<file path="src/rtl/gpio_irq_pkg.sv">
package gpio_irq_pkg;
  typedef enum logic [2:0] {
    REG_DATA   = 3'd0,
    REG_DIR    = 3'd1,
    REG_PAD    = 3'd2,
    REG_CFG_LO = 3'd3,
    REG_CFG_HI = 3'd4,
    REG_MASK   = 3'd5,
    REG_STAT   = 3'd6,
    REG_BOTH   = 3'd7
  } gpio_reg_e;

  typedef enum logic [1:0] {
    COND_LOW  = 2'd0,
    COND_HIGH = 2'd1,
    COND_RISE = 2'd2,
    COND_FALL = 2'd3
  } gpio_cond_e;
endpackage

</file>
<file path="src/rtl/gpio_irq_sync.sv">
module gpio_irq_sync #(
  parameter int WIDTH = 32
) (
  input  logic             clk,
  input  logic             rst,
  input  logic [WIDTH-1:0] d,
  output logic [WIDTH-1:0] q
);
  logic [WIDTH-1:0] meta_q;

  always_ff @(posedge clk) begin
    if (rst) begin
      meta_q <= '0;
      q      <= '0;
    end else begin
      meta_q <= d;
      q      <= meta_q;
    end
  end

  // output is the input from two clocks earlier
  p_two_stage_r3: assert property (@(posedge clk) disable iff (rst)
    (!$past(rst) && !$past(rst, 2)) |-> (q == $past(d, 2)));
endmodule

</file>
<file path="src/rtl/gpio_irq_detect.sv">
module gpio_irq_detect
  import gpio_irq_pkg::*;
#(
  parameter int WIDTH = 32
) (
  input  logic [WIDTH-1:0]   cur,
  input  logic [WIDTH-1:0]   prev,
  input  logic [2*WIDTH-1:0] cond,
  input  logic [WIDTH-1:0]   both,
  output logic [WIDTH-1:0]   hit
);
  for (genvar g = 0; g < WIDTH; g++) begin : g_pin
    logic rise, fall;
    gpio_cond_e code;
    assign rise = cur[g] & ~prev[g];
    assign fall = ~cur[g] & prev[g];
    assign code = gpio_cond_e'(cond[2*g +: 2]);

    always_comb begin
      if (both[g]) begin
        hit[g] = rise | fall;
      end else begin
        unique case (code)
          COND_LOW:  hit[g] = ~cur[g];
          COND_HIGH: hit[g] = cur[g];
          COND_RISE: hit[g] = rise;
          default:   hit[g] = fall;
        endcase
      end
    end
  end
endmodule

</file>
<file path="src/rtl/gpio_irq_port.sv">
module gpio_irq_port
  import gpio_irq_pkg::*;
#(
  parameter int WIDTH = 32
) (
  input  logic             clk,
  input  logic             rst,
  input  logic             bus_wr,
  input  logic [2:0]       bus_addr,
  input  logic [WIDTH-1:0] bus_wdata,
  output logic [WIDTH-1:0] bus_rdata,
  input  logic [WIDTH-1:0] pad_in,
  output logic [WIDTH-1:0] pad_out,
  output logic [WIDTH-1:0] pad_oe,
  output logic             irq
);
  localparam int HALF = WIDTH / 2;
  localparam int CFGW = 2 * HALF;

  logic [WIDTH-1:0] smp, prev_q, hit;
  logic [CFGW-1:0]  cfg_lo_q, cfg_hi_q;
  logic [WIDTH-1:0] mask_q, stat_q, both_q;
  logic [WIDTH-1:0] clr, stat_d, mask_d;
  gpio_reg_e        sel;

  assign sel = gpio_reg_e'(bus_addr);

  gpio_irq_sync #(.WIDTH(WIDTH)) u_sync (
    .clk (clk),
    .rst (rst),
    .d   (pad_in),
    .q   (smp)
  );

  gpio_irq_detect #(.WIDTH(WIDTH)) u_detect (
    .cur  (smp),
    .prev (prev_q),
    .cond ({cfg_hi_q, cfg_lo_q}),
    .both (both_q),
    .hit  (hit)
  );

  always_comb begin
    clr    = (bus_wr && sel == REG_STAT) ? bus_wdata : '0;
    stat_d = (stat_q & ~clr) | hit;
    mask_d = (bus_wr && sel == REG_MASK) ? bus_wdata : mask_q;
  end

  always_ff @(posedge clk) begin
    if (rst) begin
      pad_out  <= '0;
      pad_oe   <= '0;
      cfg_lo_q <= '0;
      cfg_hi_q <= '0;
      mask_q   <= '0;
      stat_q   <= '0;
      both_q   <= '0;
      prev_q   <= '0;
      irq      <= 1'b0;
    end else begin
      prev_q <= smp;
      stat_q <= stat_d;
      mask_q <= mask_d;
      irq    <= |(stat_d & mask_d);
      if (bus_wr) begin
        unique case (sel)
          REG_DATA:   pad_out  <= bus_wdata;
          REG_DIR:    pad_oe   <= bus_wdata;
          REG_CFG_LO: cfg_lo_q <= bus_wdata[CFGW-1:0];
          REG_CFG_HI: cfg_hi_q <= bus_wdata[CFGW-1:0];
          REG_BOTH:   both_q   <= bus_wdata;
          default:    ;
        endcase
      end
    end
  end

  always_ff @(posedge clk) begin
    if (rst) begin
      bus_rdata <= '0;
    end else begin
      unique case (sel)
        REG_DATA:   bus_rdata <= pad_out;
        REG_DIR:    bus_rdata <= pad_oe;
        REG_PAD:    bus_rdata <= smp;
        REG_CFG_LO: bus_rdata <= WIDTH'(cfg_lo_q);
        REG_CFG_HI: bus_rdata <= WIDTH'(cfg_hi_q);
        REG_MASK:   bus_rdata <= mask_q;
        REG_STAT:   bus_rdata <= stat_q;
        default:    bus_rdata <= both_q;
      endcase
    end
  end

  // request tracks pending-and-enabled status
  p_irq_match_r10: assert property (@(posedge clk) disable iff (rst)
    irq == |(stat_q & mask_q));

  // a detected event always leaves its bit set
  p_event_wins_r11: assert property (@(posedge clk) disable iff (rst)
    !$past(rst) |-> ((stat_q & $past(hit)) == $past(hit)));

  // a cleared bit without a new event reads zero
  p_w1c_clears_r9: assert property (@(posedge clk) disable iff (rst)
    !$past(rst) |-> ((stat_q & $past(clr & ~hit)) == '0));

  // status bits only rise from a detected event
  p_no_spurious_r9: assert property (@(posedge clk) disable iff (rst)
    !$past(rst) |-> ((stat_q & ~$past(stat_q) & ~$past(hit)) == '0));
endmodule

</file>
<file path="config.mk">
export PLATFORM = sky130hd
export DESIGN_NAME = gpio_irq_port
export DESIGN_NICKNAME = d
export VERILOG_FILES = /design/src/rtl/gpio_irq_pkg.sv /design/src/rtl/gpio_irq_sync.sv /design/src/rtl/gpio_irq_detect.sv /design/src/rtl/gpio_irq_port.sv
export SDC_FILE = /design/constraint.sdc
export NUM_CORES = 1
export LEC_CHECK = 0
export CAP_MARGIN = 0
export CORE_MARGIN = 2
export CORE_UTILIZATION = 51
export CTS_CLUSTER_SIZE = 25
export DETAILED_ROUTE_END_ITERATION = 12
export GPL_TIMING_DRIVEN = 0
export PLACE_DENSITY = 0.7
export SETUP_SLACK_MARGIN = 0.3
export SYNTH_ARGS = -nofsm -noshare
export SYNTH_HDL_FRONTEND = slang
export SYNTH_SLANG_ARGS = --single-unit
</file>
<file path="constraint.sdc">
create_clock -name clk -period 2.1 [get_ports clk]
set_input_delay 0.42 -clock clk [delete_from_list [all_inputs] [get_ports clk]]
set_output_delay 0.42 -clock clk [all_outputs]
set_load 0.01 [all_outputs]
</file>
==> impl_metrics.env, run 1 <==
export IMPL_synthToLayoutAreaGrowth_pct=29.8
export IMPL_leakage_uw=0.00845
export IMPL_core_area_um2=29800
export IMPL_viasPerCell=6.19
export IMPL_ys_types=44
export IMPL_irDropWorstVdd_v=0.000600
export IMPL_vias=15500
export IMPL_io_pins=167
export IMPL_period_share_pct=93.2
export IMPL_grt_pass1_wl_um=94200
export IMPL_drt_total_wl_um=67500
export IMPL_yosys_area_top_type="dfxtp_1"
export IMPL_overflow=0
export IMPL_gp_congestion=1.01
export IMPL_min_path_type="in -> reg"
export IMPL_hold_viol_final=0
export IMPL_dr_pass1_iters=6
export IMPL_rsz0062_at_grt="yes"
export IMPL_total_power_uw=16300
export IMPL_synth_top_area_share_pct=45.6
export IMPL_slew_violations=0
export IMPL_clock_skew_ns=0.0160
export IMPL_yosysMostFrequentCell="nand2_1"
export IMPL_die_w_um=178
export IMPL_rows=63
export IMPL_rr_startpoint="u_sync.q[13]"
export IMPL_die_y_um=178
export IMPL_grt_max_degree=15
export IMPL_cts_hold_buf=0
export IMPL_synth_edff_count=0
export IMPL_synth_yosys_seq_area_share_pct=45.6
export IMPL_setup_violations_final=0
export IMPL_max_freq_mhz=511
export IMPL_critical_path_class="reg -> reg"
export IMPL_status="finished clean"
export IMPL_drcViolationCount=0
export IMPL_cts_sinks=353
export IMPL_post_place_cells=2421
export IMPL_syn_area_um2=15500
export IMPL_avgSynthCellArea_um2=8.30
export IMPL_dr_wl_met3_um=8310
export IMPL_clk_latency_ns=0.54
export IMPL_synth_area_leaders="dfxtp_1 46%, nand2_1 9.7%, a21oi_1 5.9%, ha_1 5.2%, nor2_1 4.2%"
export IMPL_place_hpwl_um=46500
export IMPL_synthFlopType="dfxtp_1"
export IMPL_crit_path_end_kind="register"
export IMPL_p_per_area_nw_per_um2=809
export IMPL_worst_pin_slew_ns=1.14
export IMPL_grt_pass1_vias=14300
export IMPL_ys_ff_latch=353
export IMPL_cap_violations=0
export IMPL_cts_root_buf="clkbuf_16"
export IMPL_antenna_found_initial=4
export IMPL_clk_path_buf_depth=3
export IMPL_worst_r2r_cell_count=8
export IMPL_postSynthCellCount=1867
export IMPL_h_tree_depth=2
export IMPL_initial_utilization_pct=52.0
export IMPL_synth_net_count=2001
export IMPL_hold_path_startpoint="bus_wdata[13]"
export IMPL_dieArea_um2=31800
export IMPL_clk_pin_slew_worst_paths_ns=0.06
export IMPL_final_cells=2508
export IMPL_port_buffers=164
export IMPL_cts_buffers=39
export IMPL_crit_fanout=4
export IMPL_antenna_left=0
export IMPL_synth_common_cells="400 x nand2_1, 353 x dfxtp_1, 182 x a21oi_1"
export IMPL_routed_top_layer="met5"
export IMPL_track_usage_pct=41.4
export IMPL_crit_arrival_ns=2.35
export IMPL_worstPathRequired_ns=2.49
export IMPL_maxSlewHeadroom_pct=24.2
export IMPL_nNetsFinal=2222
export IMPL_yosys_warnings=0
export IMPL_critPathLaunch="u_sync.q[13]"
export IMPL_drtIter0Drc=2085
export IMPL_hold_depth=3
export IMPL_cts_tree="built"
export IMPL_routedLengthMet1_um=26200
export IMPL_async_reset_ff_share_pct=0
export IMPL_wire_per_inst_um=26.9
export IMPL_drive_gt1_share_pct=14.0
export IMPL_fin_crit_ns=1.96
export IMPL_startpoint_type="register"
export IMPL_wl_met2_um=28900
-- area by class of cell --
class / count / area, um^2
Antenna cell: 1 / 2.50
Buffer: 114 / 783
Clock buffer: 54 / 1120
Clock inverter: 16 / 218
Fill cell: 2529 / 9690
Inverter: 97 / 367
Multi-Input combinational cell: 1303 / 8270
Sequential cell: 353 / 7100
Tap cell: 390 / 488
Timing Repair Buffer: 180 / 1760
-- final timing paths --
kind | slack [ns] | to
worst min register to register | 0.43 | u_sync.q[11]
worst min-delay path | 0.30 | cfg_lo_q[13]
worst max-delay path | 0.14 | irq
worst max register to register | 0.14 | irq
-- critical path, stage by stage, from the launching register on --
cell and delay (ns):
dfxtp_4 0.38, inv_2 0.05, ha_1 0.18, nand2_1 0.06, o211a_1 0.17, o311ai_2 0.10
a222oi_1 0.37, and4b_2 0.32, a41oi_2 0.15
-- cell families after synthesis --
| kind of cell | after synthesis | share of synthesized area [%] |
|---|---|---|
| compound gates | 398 | 15.9 |
| buf+inv | 211 | 5.54 |
| fa+ha+maj | 64 | 5.17 |
| flops | 353 | 45.6 |
| simple gates | 771 | 21.8 |
| mux | 70 | 5.94 |
-- where the power goes --
group	internal, uW	leakage (uW)	switching [uW]	total [uW]
Clock	4370	0.000657	2900	7270
Combinational	707	0.00490	1160	1870
Sequential	6940	0.00289	188	7130
-- stage by stage --
stage                     util [%]  hold WS, ns  TNS (ns)  worst slack, ns  area [um^2]
after floorplan                  -        0.414         0            0.178        15500
after global placement        59.2        0.416   -220.66            -1.85        17600
after detailed placement      59.2        0.420   -225.85            -1.85        17600
after CTS                     65.0        0.433   -0.0335          -0.0335        19400
after global routing          67.5        0.318         0            0.115        20100
final                         67.5        0.304         0            0.143        20100
-- routing by layer --
metal / global-route usage (%) / vias to the layer above
li1: - / 6725
met1: 55.0 / 7354
met3: 10.0 / 270
met2: 61.8 / 1179
met4: 23.2 / 4
met5: 0 / -
-- timing repair --
item	CTS	global route
cloned	0	2
buffers inserted	3	11
gates resized for setup	248	161
setup endpoints to repair	306	212
pin swaps	5	24
-- flip-flops by register name, summed over array words and instances, names as in the netlist --
register	cells
both_q	32
mask_q	32
u_sync.q	32
pad_out	32
cfg_hi_q	32
u_sync.meta_q	32
prev_q	32
bus_rdata	32
cfg_lo_q	32
pad_oe	32
irq	1
stat_q	32
-- cell usage in the layout (no fill, tap or decap), types with 43 or more instances in the layout --
| cell | count |
|---|---|
| o21ai_0 | 63 |
| clkbuf_16 | 43 |
| clkdlybuf4s50_1 | 59 |
| nor2b_1 | 79 |
| nand2_1 | 399 |
| nand2b_1 | 63 |
| a21oi_1 | 180 |
| dlygate4sd2_1 | 75 |
| inv_1 | 92 |
| ha_1 | 62 |
| dfxtp_1 | 332 |
| nor2_1 | 171 |
(Power assumes the default switching activity.)
==> run 2: changes to the inputs <==
SKIP_LAST_GASP = 1   (was not set)
==> run 2 against run 1 <==
Clock skew shrank 0.0026 ns. Count of clock-buffer cells in the layout did not move. Maximum frequency decreased by 0.60%. Hold slack worse by 0.014 ns. Combinational power barely moved. Setup slack got worse by 0.012 ns. Clock power about the same. Non-clock buffer count decreased by 4. Register-to-register slack about the same. Total power fell by 0.18%. Critical endpoint unchanged.
==> impl_metrics.env, run 2 (synthesized netlist as in run 1, its figures left out) <==
export IMPL_place_hpwl_um=46500
export IMPL_drive_gt1_share_pct=13.6
export IMPL_rsz0062_at_grt="yes"
export IMPL_drcViolationCount=0
export IMPL_min_path_type="in -> reg"
export IMPL_final_cell_area_um2=20000
export IMPL_tns_ns=0
export IMPL_post_route_util_pct=67.0
export IMPL_p_per_area_nw_per_um2=813
export IMPL_die_w_um=178
export IMPL_slew_violations=0
export IMPL_initial_utilization_pct=52.0
export IMPL_post_dp_cell_area_um2=17600
export IMPL_nNetsFinal=2218
export IMPL_vias=15500
export IMPL_comb_power_share_pct=11.4
export IMPL_wire_per_inst_um=26.9
export IMPL_p_clk_share_pct=44.7
export IMPL_crit_path_end_kind="register"
export IMPL_clock_skew_ns=0.0134
export IMPL_startpoint_type="input pin"
export IMPL_clk_latency_ns=0.54
export IMPL_irDropWorstVdd_v=0.000598
export IMPL_fin_crit_ns=1.97
export IMPL_cts_hold_buf=0
export IMPL_grt_pass1_wl_um=94100
export IMPL_hold_viol_final=0
export IMPL_io_pins=167
export IMPL_overflow=0
export IMPL_die_y_um=178
export IMPL_final_common_cell="nand2_1"
export IMPL_cap_violations=0
export IMPL_grt_pass1_vias=14300
export IMPL_post_place_cells=2421
export IMPL_cts_sinks=353
export IMPL_core_area_um2=29800
export IMPL_antenna_left=0
export IMPL_antenna_cells=0
export IMPL_grt_max_degree=15
export IMPL_cts_tree="built"
export IMPL_p_int_uw=12000
export IMPL_gp_congestion=1.01
export IMPL_critical_path_class="in -> reg"
export IMPL_p_switching_uw=4240
export IMPL_dr_pass1_iters=6
export IMPL_port_buffers=164
export IMPL_worstPathRequired_ns=2.49
export IMPL_h_tree_depth=2
export IMPL_track_usage_pct=41.3
export IMPL_max_freq_mhz=508
export IMPL_holdWs_ns=0.290
export IMPL_crit_path_max_incr_delay_ns=0.30
export IMPL_crit_fanout=10
export IMPL_cts_root_buf="clkbuf_16"
export IMPL_final_cells=2503
export IMPL_crit_slowest_cell="o311a_4"
export IMPL_final_cell_mix="399 x nand2_1, 332 x dfxtp_1, 180 x a21oi_1"
export IMPL_clk_pin_slew_worst_paths_ns=0.07
export IMPL_synthToLayoutAreaGrowth_pct=28.9
export IMPL_antenna_found_initial=2
export IMPL_viasPerCell=6.20
export IMPL_setup_violations_final=0
export IMPL_p_sw_share_pct=26.1
export IMPL_maxSlewHeadroom_pct=22.4
export IMPL_rows=63
export IMPL_leakage_uw=0.00841
export IMPL_clk_path_buf_depth=3
export IMPL_drt_total_wl_um=67400
export IMPL_dieArea_um2=31800
export IMPL_pwr_share_seq_pct=43.9
export IMPL_worst_pin_slew_ns=1.16
export IMPL_drtIter0Drc=2171
export IMPL_crit_arrival_ns=2.36
export IMPL_crit_chain="buf_2, nand4b_1, buf_4, clkbuf_8, o21ai_0, o311a_4, o22ai_1, nor4_2, a41oi_2"
export IMPL_status="finished clean"
export IMPL_period_share_pct=93.7
export IMPL_cts_buffers=39
[run 2: changes by cell type in the layout (fill, tap and decap cells not counted), sizes merged]
| cell | delta |
|---|---|
| clkbuf | -1 |
| clkdlybuf4s50 | +3 |
| dlymetal6s2s | -3 |
| diode | -1 |
| buf | -3 |
[run 2: worst paths after layout]
kind	start	endpoint	slack, ns	depth (start not counted)
setup / recovery	bus_addr[2]	irq	0.13	9
hold / removal	bus_wdata[1]	cfg_lo_q[1]	0.29	3
setup reg to reg	u_sync.q[1]	irq	0.13	8
hold reg to reg	u_sync.meta_q[19]	u_sync.q[19]	0.43	1
[run 2: area by class of cell]
class | instances | area, um^2
Inverter | 97 | 369
Clock buffer | 54 | 1120
Sequential cell | 353 | 7100
Clock inverter | 16 | 218
Buffer | 114 | 763
Fill cell | 2550 | 9830
Multi-Input combinational cell | 1303 | 8200
Timing Repair Buffer | 176 | 1700
Tap cell | 390 | 488
[run 2: stage by stage]
step	setup WS, ns	power [uW]
after floorplan	0.178	7980
after CTS	-0.0365	16000
after global routing	0.0899	16500
final	0.131	16200
after global placement	-1.85	8830
after detailed placement	-1.85	8860
[run 2: worst max-delay path: cells and delay by family]
kind	cells	cell delay [ns]
AO/OA/AOI/OAI	4	0.92
AND/OR/NAND/NOR	2	0.42
buffers and inverters	3	0.59
[run 2: repair_timing]
item,in CTS,in global routing
endpoints found under the setup margin,306,224
cloned,0,1
resized for setup,235,163
pin swaps,5,24
buffers inserted,3,8
[run 2: power groups by stage]
stage,clock network (uW),logic [uW],registers [uW]
global placement,0,1590,7240
global route,7480,1910,7140
finish,7260,1850,7130
floorplan,0,763,7220
CTS,7210,1670,7110
detailed placement,0,1610,7250
[run 2: metal layers]
layer	wire length, um	GRT usage (%)	vias up
met5	25	0	-
met4	4270	23.2	4
met3	8160	9.63	260
met2	28700	61.8	1145
met1	26200	55.0	7393
li1	-	-	6719
==> run 3: changes to the inputs <==
MAX_ROUTING_LAYER = met4   (was not set)
==> run 3 against run 2 <==
Routed wire length shrank 1.0%. Non-clock buffer count grew 5. Critical endpoint unchanged. Largest cell class unchanged. Via count shrank 0.50%. Global-route usage grew 0.96 points. Count of clock-buffer cells in the layout grew 2. Cell count is essentially flat. Maximum frequency shrank 0.75%. Clock skew shrank 0.0025 ns.
==> impl_metrics.env, run 3 (synthesized netlist as in run 1, its figures left out) <==
export IMPL_status="finished clean"
export IMPL_initial_utilization_pct=52.0
export IMPL_dieArea_um2=31800
export IMPL_antenna_found_initial=2
export IMPL_place_hpwl_um=46300
export IMPL_crit_slowest_cell="nor4_2"
export IMPL_final_common_cell="nand2_1"
export IMPL_worstPathRequired_ns=2.49
export IMPL_cts_tree="built"
export IMPL_fin_ws_ns=0.116
export IMPL_clock_skew_ns=0.0109
export IMPL_crit_path_end_kind="register"
export IMPL_crit_chain="clkdlybuf4s15_2, and2b_4, nand3_4, buf_12, buf_16, mux2i_4, o22ai_4, nor4_2, a41oi_2"
export IMPL_final_cell_mix="400 x nand2_1, 338 x dfxtp_1, 181 x a21oi_1"
export IMPL_cts_sinks=353
export IMPL_critical_path_class="in -> reg"
export IMPL_period_share_pct=94.5
export IMPL_crit_arrival_ns=2.37
export IMPL_crit_family="simple AND/OR/NAND/NOR gates"
export IMPL_antenna_left=0
export IMPL_core_area_um2=29800
export IMPL_drtIter0Drc=2322
export IMPL_track_usage_pct=42.3
export IMPL_post_route_util_pct=67.1
export IMPL_overflow=0
export IMPL_vias=15400
export IMPL_grt_pass1_vias=14400
export IMPL_crit_path_max_incr_delay_ns=0.32
export IMPL_drive_gt1_share_pct=12.9
export IMPL_wire_per_inst_um=26.6
export IMPL_port_buffers=164
export IMPL_setup_violations_final=0
export IMPL_dr_pass1_iters=8
export IMPL_leakage_uw=0.00843
export IMPL_dp_slack_ns=-1.54
export IMPL_irDropWorstVdd_v=0.000632
export IMPL_h_tree_depth=2
export IMPL_maxSlewHeadroom_pct=23.5
export IMPL_clk_pin_slew_worst_paths_ns=0.06
export IMPL_nNetsFinal=2222
export IMPL_grt_pass1_wl_um=93700
export IMPL_min_path_type="in -> reg"
export IMPL_hold_viol_final=0
export IMPL_crit_fanout=6
export IMPL_gp_congestion=1.03
export IMPL_cts_buffers=38
export IMPL_slew_violations=0
export IMPL_drcViolationCount=0
export IMPL_crit_buf_inv=3
export IMPL_clk_path_buf_depth=3
export IMPL_startpoint_type="input pin"
export IMPL_rows=63
export IMPL_synthToLayoutAreaGrowth_pct=29.1
export IMPL_rsz0062_at_grt="yes"
export IMPL_max_freq_mhz=504
export IMPL_cap_violations=0
export IMPL_total_power_uw=16200
export IMPL_fin_crit_ns=1.98
export IMPL_holdWs_ns=0.328
export IMPL_grt_max_degree=14
export IMPL_drt_total_wl_um=66700
export IMPL_viasPerCell=6.17
export IMPL_p_per_area_nw_per_um2=810
export IMPL_die_w_um=178
export IMPL_io_pins=167
export IMPL_die_y_um=178
export IMPL_clk_latency_ns=0.53
export IMPL_cts_root_buf="clkbuf_16"
export IMPL_worst_pin_slew_ns=1.15
[run 3: cell types whose count changed in the layout (fill, tap and decap cells not counted), moves of 4 or more]
cell and delta:
dlymetal6s2s_1 +5, buf_2 +7, dfxtp_2 -4, dfxtp_1 +6
mux2i_4 +5, o22ai_2 +4, clkbuf_4 -5, clkbuf_1 +5
clkinv_2 -6, mux2i_1 -5
[run 3: layer usage]
layer  track usage [%]  vias to the layer above  share of wire, %  wire, um
met5                 -                        -                 0         0
met4              22.2                        0               5.9      3950
li1                  -                     6723                 -         -
met1              54.9                     7303                39     26200
met2              61.8                     1146                42     28200
met3              9.27                      271                12      8330
[run 3: cell type report]
| type | instances | area [um^2] |
|---|---|---|
| clock buffers | 56 | 1130 |
| plain buffers | 114 | 734 |
| inverters | 97 | 364 |
| fillers | 2527 | 9790 |
| repair buffers | 181 | 1820 |
| diodes | 2 | 5.00 |
| flip-flops and latches | 353 | 7090 |
| clock inverters | 8 | 193 |
| multi-input cells | 1303 | 8180 |
| well taps | 390 | 488 |
[run 3: path summary, 6_finish.rpt]
check	from	end	slack, ns	cells after the start
setup reg to reg	u_sync.q[15]	irq	0.16	7
setup / recovery	bus_addr[1]	irq	0.12	9
hold / removal	bus_wdata[28]	pad_out[28]	0.33	3
hold reg to reg	u_sync.meta_q[29]	u_sync.q[29]	0.43	1
[run 3: timing repair]
| action | in CTS | in global routing |
|---|---|---|
| setup endpoints to repair | 303 | 234 |
| resized for setup | 200 | 189 |
| pin swaps | 3 | 18 |
| setup buffers | 4 | 10 |
| gates cloned | 0 | 3 |
| hold buffers | 0 | 0 |
[run 3: worst min-delay path: cells and delay by family]
kind	cells	cell delay (ns)
buffers and inverters	1	0.23
AO/OA/AOI/OAI	1	0.06
AND/OR/NAND/NOR	1	0.10
[run 3: stage by stage]
stage | TNS [ns] | std cells | area [um^2]
floorplan | 0 | 1867 | 15500
global placement | -217.88 | 2421 | 17600
detailed placement | -222.08 | 2421 | 17600
CTS | 0 | 2489 | 19200
global route | 0 | 2502 | 20000
finish | 0 | 2504 | 20000
[run 3: where the power goes]
| group | switching, uW | internal, uW | leakage (uW) |
|---|---|---|---|
| registers | 185 | 6940 | 0.00289 |
| clock network | 2790 | 4460 | 0.000642 |
| logic | 1140 | 688 | 0.00489 |
| total | 4120 | 12100 | 0.00843 |
